### config.mk
export PLATFORM = sky130hd
export DESIGN_NAME = span_copy_engine
export DESIGN_NICKNAME = d
export VERILOG_FILES = /design/src/rtl/spx_pkg.sv /design/src/rtl/spx_cmd_seq.sv /design/src/rtl/spx_row_copy.sv /design/src/rtl/spx_dirty_track.sv /design/src/rtl/span_copy_engine.sv
export SDC_FILE = /design/constraint.sdc
export NUM_CORES = 1
export LEC_CHECK = 0
export BUFFER_PORTS_ARGS = -buffer_cell sky130_fd_sc_hd__buf_2
export CAP_MARGIN = 15
export CORE_ASPECT_RATIO = 1.5
export CORE_UTILIZATION = 56
export CTS_BUF_LIST = sky130_fd_sc_hd__clkbuf_4
export CTS_CLUSTER_DIAMETER = 200
export DETAILED_ROUTE_END_ITERATION = 10
export PLACE_DENSITY = 0.82
export SLEW_MARGIN = 40
export SYNTH_ARGS = -nofsm -noshare
export SYNTH_HDL_FRONTEND = slang
export SYNTH_SLANG_ARGS = --single-unit
### constraint.sdc
create_clock -name clk -period 4.05 [get_ports clk]
set_input_delay 0.81 -clock clk [delete_from_list [all_inputs] [get_ports clk]]
set_output_delay 0.81 -clock clk [all_outputs]
set_load 0.02 [all_outputs]
### src/rtl/spx_pkg.sv
package spx_pkg;

    localparam logic [31:0] OPC_SPAN_COPY = 32'h0000_0405;
    localparam int          HDR_WORDS     = 5;
    localparam int          DESC_WORDS    = 3;
    localparam int          SCALE_SH      = 3;
    localparam int          SPAN_FW       = 16;

    typedef enum logic [3:0] {
        SQ_IDLE,
        SQ_RD_OP,
        SQ_GET_OP,
        SQ_RD_CNT,
        SQ_GET_CNT,
        SQ_REFETCH,
        SQ_WAIT_F,
        SQ_RD_W,
        SQ_GET_W,
        SQ_LAUNCH,
        SQ_WAIT_C,
        SQ_FIN
    } seq_state_t;

    typedef enum logic [1:0] {
        CP_IDLE,
        CP_RD,
        CP_WR,
        CP_FIN
    } cp_state_t;

    typedef struct packed {
        logic [SPAN_FW-1:0] len;
        logic [SPAN_FW-1:0] src;
        logic [SPAN_FW-1:0] dst;
    } span_t;

    function automatic logic [31-SCALE_SH:0] descale(input logic [31:0] w);
        return w[31:SCALE_SH];
    endfunction

    function automatic logic [SPAN_FW-1:0] clamp_len(input logic [31-SCALE_SH:0] v,
                                                      input int lim);
        if (v > (32-SCALE_SH)'(lim))
            return SPAN_FW'(lim);
        return v[SPAN_FW-1:0];
    endfunction

endpackage

### src/rtl/spx_cmd_seq.sv
module spx_cmd_seq
    import spx_pkg::*;
#(
    parameter int WIDTH  = 1280,
    parameter int ROW_W  = 10,
    parameter int CMD_AW = 10
) (
    input  logic              clk,
    input  logic              rst,
    input  logic              start,
    output logic              cmd_re,
    output logic [CMD_AW-1:0] cmd_addr,
    input  logic [31:0]       cmd_rdata,
    input  logic [CMD_AW:0]   cmd_words,
    output logic              refetch,
    output logic [CMD_AW:0]   refetch_words,
    input  logic              refetch_done,
    output logic              span_go,
    output span_t             span_o,
    input  logic              copy_fin,
    output logic              busy,
    output logic              done
);
    localparam int NW = CMD_AW + 1;

    seq_state_t        state;
    logic [7:0]        n_left;
    logic [CMD_AW-1:0] ptr;
    logic [1:0]        fld;
    logic [NW-1:0]     need_q;
    span_t             span_q;

    logic [31-SCALE_SH:0] scaled;
    logic [NW-1:0]        need_c;
    logic [SPAN_FW-1:0]   row_c;

    assign scaled = descale(cmd_rdata);
    assign row_c  = SPAN_FW'(scaled[ROW_W-1:0]);
    assign need_c = NW'(HDR_WORDS) + NW'(DESC_WORDS) * NW'(cmd_rdata[31:24]);

    always_comb begin
        cmd_re   = (state == SQ_RD_OP) || (state == SQ_RD_CNT) || (state == SQ_RD_W);
        cmd_addr = ptr;
        if (state == SQ_RD_OP)
            cmd_addr = '0;
        else if (state == SQ_RD_CNT)
            cmd_addr = CMD_AW'(1);
    end

    assign refetch       = (state == SQ_REFETCH);
    assign refetch_words = need_q;
    assign span_go       = (state == SQ_LAUNCH);
    assign span_o        = span_q;
    assign busy          = (state != SQ_IDLE);
    assign done          = (state == SQ_FIN);

    always_ff @(posedge clk) begin
        if (rst) begin
            state  <= SQ_IDLE;
            n_left <= '0;
            ptr    <= '0;
            fld    <= '0;
            need_q <= '0;
            span_q <= '0;
        end else begin
            unique case (state)
                SQ_IDLE:    if (start) state <= SQ_RD_OP;
                SQ_RD_OP:   state <= SQ_GET_OP;
                SQ_GET_OP:  state <= (cmd_rdata == OPC_SPAN_COPY) ? SQ_RD_CNT : SQ_FIN;
                SQ_RD_CNT:  state <= SQ_GET_CNT;
                SQ_GET_CNT: begin
                    n_left <= cmd_rdata[31:24];
                    need_q <= need_c;
                    ptr    <= CMD_AW'(HDR_WORDS);
                    fld    <= '0;
                    if (cmd_rdata[31:24] == 8'd0)
                        state <= SQ_FIN;
                    else if (need_c > cmd_words)
                        state <= SQ_REFETCH;
                    else
                        state <= SQ_RD_W;
                end
                SQ_REFETCH: state <= SQ_WAIT_F;
                SQ_WAIT_F:  if (refetch_done) state <= SQ_RD_W;
                SQ_RD_W:    state <= SQ_GET_W;
                SQ_GET_W: begin
                    ptr <= ptr + CMD_AW'(1);
                    unique case (fld)
                        2'd0:    span_q.len <= clamp_len(scaled, WIDTH);
                        2'd1:    span_q.src <= row_c;
                        default: span_q.dst <= row_c;
                    endcase
                    if (fld == 2'd2) begin
                        fld   <= '0;
                        state <= SQ_LAUNCH;
                    end else begin
                        fld   <= fld + 2'd1;
                        state <= SQ_RD_W;
                    end
                end
                SQ_LAUNCH:  state <= SQ_WAIT_C;
                SQ_WAIT_C: begin
                    if (copy_fin) begin
                        if (n_left == 8'd1) begin
                            state <= SQ_FIN;
                        end else begin
                            n_left <= n_left - 8'd1;
                            state  <= SQ_RD_W;
                        end
                    end
                end
                SQ_FIN:     state <= SQ_IDLE;
                default:    state <= SQ_IDLE;
            endcase
        end
    end

endmodule

### src/rtl/spx_row_copy.sv
module spx_row_copy
    import spx_pkg::*;
#(
    parameter int WIDTH  = 1280,
    parameter int PIX_W  = 8,
    parameter int ADDR_W = 21
) (
    input  logic              clk,
    input  logic              rst,
    input  logic              go,
    input  span_t             span_i,
    output logic              fb_re,
    output logic              fb_we,
    output logic [ADDR_W-1:0] fb_addr,
    output logic [PIX_W-1:0]  fb_wdata,
    input  logic [PIX_W-1:0]  fb_rdata,
    output logic              fin
);
    cp_state_t          st;
    span_t              sp;
    logic [SPAN_FW-1:0] col;
    logic [ADDR_W-1:0]  src_base;
    logic [ADDR_W-1:0]  dst_base;

    assign src_base = ADDR_W'(sp.src) * ADDR_W'(WIDTH);
    assign dst_base = ADDR_W'(sp.dst) * ADDR_W'(WIDTH);

    assign fb_re    = (st == CP_RD);
    assign fb_we    = (st == CP_WR);
    assign fb_addr  = ((st == CP_WR) ? dst_base : src_base) + ADDR_W'(col);
    assign fb_wdata = fb_rdata;
    assign fin      = (st == CP_FIN);

    always_ff @(posedge clk) begin
        if (rst) begin
            st  <= CP_IDLE;
            sp  <= '0;
            col <= '0;
        end else begin
            unique case (st)
                CP_IDLE: begin
                    if (go) begin
                        sp  <= span_i;
                        col <= '0;
                        st  <= (span_i.len == '0) ? CP_FIN : CP_RD;
                    end
                end
                CP_RD:   st <= CP_WR;
                CP_WR: begin
                    col <= col + SPAN_FW'(1);
                    st  <= (col + SPAN_FW'(1) == sp.len) ? CP_FIN : CP_RD;
                end
                default: st <= CP_IDLE;
            endcase
        end
    end

endmodule

### src/rtl/spx_dirty_track.sv
module spx_dirty_track
    import spx_pkg::*;
#(
    parameter int WIDTH = 1280,
    parameter int ROW_W = 10,
    parameter int COL_W = 11
) (
    input  logic             clk,
    input  logic             rst,
    input  logic             upd,
    input  span_t            span_i,
    output logic [COL_W-1:0] x_lo,
    output logic [COL_W-1:0] x_hi,
    output logic [ROW_W-1:0] y_lo,
    output logic [ROW_W-1:0] y_hi
);
    logic [ROW_W-1:0] r_a;
    logic [ROW_W-1:0] r_b;
    logic [ROW_W-1:0] mn;
    logic [ROW_W-1:0] mx;

    assign r_a = span_i.src[ROW_W-1:0];
    assign r_b = span_i.dst[ROW_W-1:0];

    always_comb begin
        mn = y_lo;
        mx = y_hi;
        if (r_a < mn) mn = r_a;
        if (r_b < mn) mn = r_b;
        if (r_a > mx) mx = r_a;
        if (r_b > mx) mx = r_b;
    end

    always_ff @(posedge clk) begin
        if (rst) begin
            x_lo <= '0;
            x_hi <= '0;
            y_lo <= '1;
            y_hi <= '0;
        end else if (upd) begin
            x_lo <= '0;
            x_hi <= COL_W'(WIDTH - 1);
            y_lo <= mn;
            y_hi <= mx;
        end
    end

endmodule

### src/rtl/span_copy_engine.sv
module span_copy_engine
    import spx_pkg::*;
#(
    parameter int PIX_W  = 8,
    parameter int WIDTH  = 1280,
    parameter int ROW_W  = 10,
    parameter int CMD_AW = 10
) (
    input  logic              clk,
    input  logic              rst,
    input  logic              start,
    output logic              busy,
    output logic              done,
    output logic              cmd_re,
    output logic [CMD_AW-1:0] cmd_addr,
    input  logic [31:0]       cmd_rdata,
    input  logic [CMD_AW:0]   cmd_words,
    output logic              refetch,
    output logic [CMD_AW:0]   refetch_words,
    input  logic              refetch_done,
    output logic              fb_re,
    output logic              fb_we,
    output logic [$clog2(WIDTH*(2**ROW_W))-1:0] fb_addr,
    output logic [PIX_W-1:0]  fb_wdata,
    input  logic [PIX_W-1:0]  fb_rdata,
    output logic [$clog2(WIDTH)-1:0] dirty_x_lo,
    output logic [$clog2(WIDTH)-1:0] dirty_x_hi,
    output logic [ROW_W-1:0]  dirty_y_lo,
    output logic [ROW_W-1:0]  dirty_y_hi
);
    localparam int COL_W  = $clog2(WIDTH);
    localparam int ADDR_W = $clog2(WIDTH * (2**ROW_W));

    logic  span_go;
    logic  copy_fin;
    span_t span_w;

    spx_cmd_seq #(.WIDTH(WIDTH), .ROW_W(ROW_W), .CMD_AW(CMD_AW)) u_seq (
        .clk(clk), .rst(rst), .start(start),
        .cmd_re(cmd_re), .cmd_addr(cmd_addr), .cmd_rdata(cmd_rdata),
        .cmd_words(cmd_words), .refetch(refetch), .refetch_words(refetch_words),
        .refetch_done(refetch_done), .span_go(span_go), .span_o(span_w),
        .copy_fin(copy_fin), .busy(busy), .done(done)
    );

    spx_row_copy #(.WIDTH(WIDTH), .PIX_W(PIX_W), .ADDR_W(ADDR_W)) u_copy (
        .clk(clk), .rst(rst), .go(span_go), .span_i(span_w),
        .fb_re(fb_re), .fb_we(fb_we), .fb_addr(fb_addr),
        .fb_wdata(fb_wdata), .fb_rdata(fb_rdata), .fin(copy_fin)
    );

    spx_dirty_track #(.WIDTH(WIDTH), .ROW_W(ROW_W), .COL_W(COL_W)) u_dirty (
        .clk(clk), .rst(rst), .upd(span_go), .span_i(span_w),
        .x_lo(dirty_x_lo), .x_hi(dirty_x_hi),
        .y_lo(dirty_y_lo), .y_hi(dirty_y_hi)
    );

endmodule

* Word level (Yosys, flattened, before mapping)
Index checks and enable logic that the tools add are counted.
** Storage, ports and cells
- Flip-flop bits (word level) :: 146
- Output and inout bits :: 98
- Logic and storage cells :: 109
** Cells by class
- Add/subtract/negate cells :: 6
- $mul :: 3
- $lt $le $gt $ge :: 6
- Equal/unequal tests :: 24
- Mux-type cells :: 34
- Bitwise logic cells :: 1
- Reductions and logical operators :: 19
** Operator list (number)
- $mux 10 :: 6
- $mux 16 :: 3
- $pmux 4 s11 :: 1
- $eq 32x11->1 const B :: 1
- $pmux 16 s2 :: 1
- $gt 29x11->1 const B :: 1
- $mux 4 :: 7
- $mul 10x3->13 const B :: 2
- $add 21x16->21 :: 1
- $mux 21 :: 1
- $gt 10x10->1 :: 2
- $lt 10x10->1 :: 2
- $pmux 10 s2 :: 1
- $add 16x1->16 const B :: 1
- $eq 16x16->1 :: 1
- $eq 4x3->1 const B :: 4
- $eq 4x4->1 const B :: 4
- $logic_not 16->1 :: 1
- $mux 8 :: 2
- $pmux 8 s2 :: 1
- $add 3x10->11 const A :: 1
- $gt 11x11->1 :: 1
- $add 10x1->10 const B :: 1
- $mul 2x8->10 const A :: 1
- other kinds (22) :: 46

* Depth between registers and ports, before layout
- Word-level depth :: 6
- Mapped depth :: 17

* By module
Synthesis repeated with hierarchy kept, for this count alone.
** Second synthesis, totals
- Cell total of the unflattened synthesis :: 1409
- Area total of the unflattened synthesis :: 11073.1 µm²
** Modules (own cells, without submodules)
- spx_row_copy :: times used 1, cells an instance 610, area an instance 4594.4 µm², seq. area each 1201.2 µm²
- spx_cmd_seq :: times used 1, cells an instance 507, area an instance 4181.5 µm², seq. area each 1401.3 µm²
- spx_dirty_track :: times used 1, cells an instance 292, area an instance 2297.2 µm², seq. area each 420.4 µm²

* Least setup slack after synthesis
No wires, ideal clock.
- Path kind :: register to output
- Start :: register u_copy.st[0]
- End :: output port fb_addr[18]
- Arrival time :: 3.175 ns
- Setup slack :: 0.065 ns
- Stages on the path, launching flop included :: 18
- Path buffers :: 4
- Cells stage by stage :: dfxtp_1 -> buf_2 -> nand2b_1 -> buf_2 -> inv_2 -> buf_2 -> buf_1 -> nand2_1 -> nand2_1 -> ha_1 -> fa_1 -> a21o_1 -> a21oi_1 -> nor2b_1 -> o21ai_0 -> a21oi_1 -> and3_1 -> xor2_1
** Between the ends
- Longest elaborated chain between the ends :: 3
** Ends and longest elaborated chain
- from (decl) :: RTL line spx_row_copy.sv:19 : cp_state_t st;
- from (signal assigned) :: RTL line spx_row_copy.sv:45 : st <= (span_i.len == '0) ? CP_FIN : CP_RD;
- from (signal assigned) :: RTL line spx_row_copy.sv:51 : st <= (col + SPAN_FW'(1) == sp.len) ? CP_FIN : CP_RD;
- $eq 2x2->1
- net fb_we :: RTL line span_copy_engine.sv:22 : output logic fb_we,
- $mux 21 :: RTL line spx_row_copy.sv:30 : assign fb_addr = ((st == CP_WR) ? dst_base : src_base) + ADDR_W'(col);
- $add 21x16->21 :: RTL line spx_row_copy.sv:30
- to (decl) :: RTL line span_copy_engine.sv:23 : output logic [$clog2(WIDTH*(2**ROW_W))-1:0] fb_addr,
The timed path passes the listed nets, and every way through them passes these cells.

* Final worst setup path
- Start :: register u_copy.sp[2] in the netlist's numbering
- End :: output port fb_addr[19]
** Between the ends
- Longest elaborated chain between the ends :: 3
** Ends and longest elaborated chain
- from (decl) :: RTL line spx_row_copy.sv:20 : span_t sp;
- from (signal assigned) :: RTL line spx_row_copy.sv:43 : sp <= span_i;
- $mul 10x3->13 :: RTL line spx_row_copy.sv:26 : assign dst_base = ADDR_W'(sp.dst) * ADDR_W'(WIDTH);
- $mux 21 :: RTL line spx_row_copy.sv:30
- $add 21x16->21 :: RTL line spx_row_copy.sv:30
No other way between the ends.

==> summary.txt <==
Post-Syn Area per Cell = 7.808 µm²
max-cap violations = 0
CP max stage cell = dfxtp_4
Total GRT Usage = 30.37%
Slew @ Worst Pin = 784.6 ps
crit-path cells = ha_4, ha_4, a21o_1, a21oi_2, xor2_1, o22ai_1, ha_2, or2_4, nand2_4, o21bai_4, o211ai_1, a211oi_2, xor2_1, buf_4
aggregate global routing overflow = 0
CTS tree = built
area occupied by multi-input gates = 6880 µm²
min cycle time layout = 4281 ps
Area growth, synth to finish = 14.26%
share of layout cells above drive strength 1 = 19.14%
I/O Pins = 153
DIE AREA = 18750 µm²
TritonCTS buffer count = 17
reg-to-reg endpoint = u_dirty.y_lo[0]$_SDFFE_PP1P_
fillers = 1497
commonest cells after routing, fill and taps aside = 167 x nand2_1, 135 x dfxtp_1, 123 x a21oi_1, 116 x buf_2, 115 x nor2_1
# DRC = 3
period utilisation layout = 105.7%
Final Hold Fails = 0
Post-Synthesis Cells = 1305
Async S/R FF share, synth = 0%
Max FO, Critical Path = 3
hold path start = u_seq.span_o[37]$_SDFFE_PP0P_
Clk Latency, worst-skew pair = 560 ps
final antenna-violating net count = 0
Die X = 112.1 µm
VDD IR max = 0.3420 mV
WS Path Type = reg2out
WHS = 472.2 ps
Placed Cells = 1596
family with the most delay on the worst path = compound AO/OA/AOI/OAI gates
Seq cells post-synth = 145
Final HPWL DP = 20.83 mm
router iterations before antenna repair = 10
Layout Cells excl Fill = 1644
flop2flop setup slack = 340 ps
Placer Congestion = 0.9321
Die Y = 167.2 µm
Core Util, Final = 65.16%
drt first-iter violations = 760
Netlist cell types = 74
Initial Util = 57.03%
most common cell after layout, fill and taps aside = nand2_1
pre-CTS setup slack = 36.14 ps
final WL = 28.81 mm
required time worst endpoint = 3240 ps
Post-Syn Area = 10190 µm²
crit end category = output pin
skew final = 17.63 ps
status = finished, violations left
LEAKAGE = 5.151 nW
fin area = 11640 µm²
adder-cell share of the synthesized area = 15.03%
fraction of the mapped netlist area in simple logic gates = 22.21%
fin. max-slew vios = 0
FF+latch area = 2918 µm²
largest family of logic cells by synthesized area = simple AND/OR/NAND/NOR gates
hold path depth = 2
EDFF count, synth = 0
Clock Sinks = 145
Clk pin slew, worst setup/hold paths = 140 ps
Buf+Inv Stages, Crit Path = 1
Root Driver = clkbuf_4
register area share after synthesis = 28.49%
Layout Nets = 1588
DR WL/cell = 17.52 µm
Power Density = 304.8 nW/µm²
Port Buffer Count = 122
Longest Clk Path Bufs = 2
Yosys Warn Count = 0
first-pass GRT wire length = 45.88 mm
f_max = 233.6 MHz
ys flop type = dfxtp_1
initial antenna violation count = 1
Reg-to-Reg Start = u_dirty.y_lo[9]$_SDFFE_PP1P_
vias per cell = 6.054
Compound-Gate Fraction of Synth Area = 19.27%
failing checks = DRC, setup timing
XOR/XNOR Fraction of Synth Area = 3.438%
Hold Crit Class = reg2reg
vias = 9952
largest net degree at the start of global routing = 45
worst setup margin = -230.8 ps
RSZ-0062 raised after global routing = true
total core area = 17870 µm²
CP Launch Type = flop
row count = 60
reg2reg path depth = 17
Min-Delay Endpoint = u_copy.sp[37]$_SDFFE_PP0P_
vias in the first global route = 9518
crit-path max cell delay = 380 ps
crit path DAT = 3470 ps
WP depth = 14
Slew HR = 47.45%
final setup fails = 6
mux contribution to synthesized area = 3.905%
H-tree levels = 4
DP Area = 10870 µm²
[synthesized netlist by cell type, types with 9 or more instances]
cell | instances | area [µm²]
a211oi_1 | 16 | 120.1
a21o_1 | 17 | 127.6
a21oi_1 | 128 | 640.6
a22oi_1 | 21 | 157.7
and3_1 | 10 | 62.56
buf_2 | 9 | 45.04
buf_4 | 38 | 285.3
clkbuf_1 | 42 | 157.7
dfxtp_1 | 145 | 2903
ha_1 | 116 | 1451
inv_1 | 68 | 255.2
mux2i_1 | 36 | 360.4
nand2_1 | 169 | 634.4
nand2b_1 | 17 | 106.4
nand3_1 | 50 | 250.2
nand4_1 | 15 | 93.84
nor2_1 | 115 | 431.7
nor2b_1 | 21 | 131.4
nor3_1 | 26 | 130.1
nor4_1 | 15 | 93.84
o211ai_1 | 9 | 67.56
o21a_1 | 12 | 90.09
o21ai_0 | 29 | 145.1
o21ai_1 | 21 | 105.1
o221ai_1 | 10 | 87.58
or3_1 | 14 | 87.58
xnor2_1 | 23 | 201.4
xor2_1 | 17 | 148.9
[cell type report]
| cell class | instances | area share (%) |
|---|---|---|
| inverters | 69 | 2.246 |
| diodes | 1 | 0.02149 |
| multi-input cells | 1009 | 59.10 |
| clock inverters | 15 | 1.580 |
| repair buffers | 171 | 8.565 |
| clock buffers | 17 | 1.096 |
| well taps | 217 | 2.332 |
| flip-flops and latches | 145 | 25.06 |
[registers in the layout, summed over array words and instances (netlist names)]
name / cells
u_copy.col: 16
u_copy.st: 2
u_dirty.x_hi: 1
u_copy.sp: 36
u_seq.refetch_words: 10
u_seq.fld: 2
u_seq.n_left: 8
u_seq.span_o: 36
u_dirty.y_lo: 10
u_dirty.y_hi: 10
u_seq.ptr: 10
u_seq.state: 4
[worst max path at each step]
| stage | from | end |
|---|---|---|
| 6_report | u_copy.sp[2]$_SDFFE_PP0P_ | fb_addr[19] |
| 5_1_grt | u_copy.sp[18]$_SDFFE_PP0P_ | fb_addr[19] |
| 4_1_cts | u_copy.sp[3]$_SDFFE_PP0P_ | fb_addr[19] |
| 3_5_place_dp | u_copy.sp[1]$_SDFFE_PP0P_ | fb_addr[19] |
| 3_3_place_gp | u_copy.sp[3]$_SDFFE_PP0P_ | fb_addr[19] |
| 2_1_floorplan | u_copy.st[0]$_SDFFE_PP0P_ | fb_addr[18] |
[worst reg2reg max path, cell delays in order (launching register included)]
cell,delay (ps)
dfxtp_1,400
inv_1,70
ha_1,320
a21oi_1,190
o21ai_0,150
a31oi_1,250
nand2_2,200
buf_4,210
mux2i_1,210
ha_1,280
a21oi_1,140
nor2b_1,60
o211ai_1,180
a21oi_1,120
a311oi_2,320
buf_4,240
mux2i_1,210
o21ai_1,70
[logic make-up (layout without fill, tap and decap cells)]
| logic type | after synthesis | count (layout) |
|---|---|---|
| AOI/OAI and AO/OA | 313 | 313 |
| xor gates and xnor gates | 40 | 40 |
| adders and majority gates | 120 | 120 |
| buffers and inverters | 164 | 272 |
| DFF | 145 | 145 |
| muxes | 39 | 39 |
| other | 1 | 15 |
| and+or+nand+nor | 483 | 483 |
[report_power, final]
part | internal [mW] | switching [mW]
sequential | 1.49 | 0.114
clock | 0.433 | 0.576
combinational | 0.339 | 0.598
total | 2.26 | 1.29
[layer usage]
| metal | track usage (%) | vias up | wire (µm) |
|---|---|---|---|
| li1 | - | 4798 | - |
| met5 | 0 | - | 0 |
| met1 | 32.43 | 4663 | 10730 |
| met3 | 5.356 | 117 | 1605 |
| met4 | 19.13 | 0 | 1786 |
| met2 | 54.90 | 374 | 14690 |
[metrics by stage]
step	setup TNS, ps	power [mW]
2_1_floorplan	0	2.307
3_3_place_gp	0	2.523
3_5_place_dp	0	2.539
4_1_cts	-637.5	3.542
5_1_grt	-1751	3.732
6_report	-1012	3.549
[timing repair]
item | CTS | global route
pin swaps | 19 | 20
endpoints found under the hold margin | 0 | 0
resized for setup | 48 | 23
hold buffers | 0 | 0
buffers inserted | 9 | 6
setup endpoints to repair | 7 | 8
No activity file was read; power rests on OpenSTA's default activity.
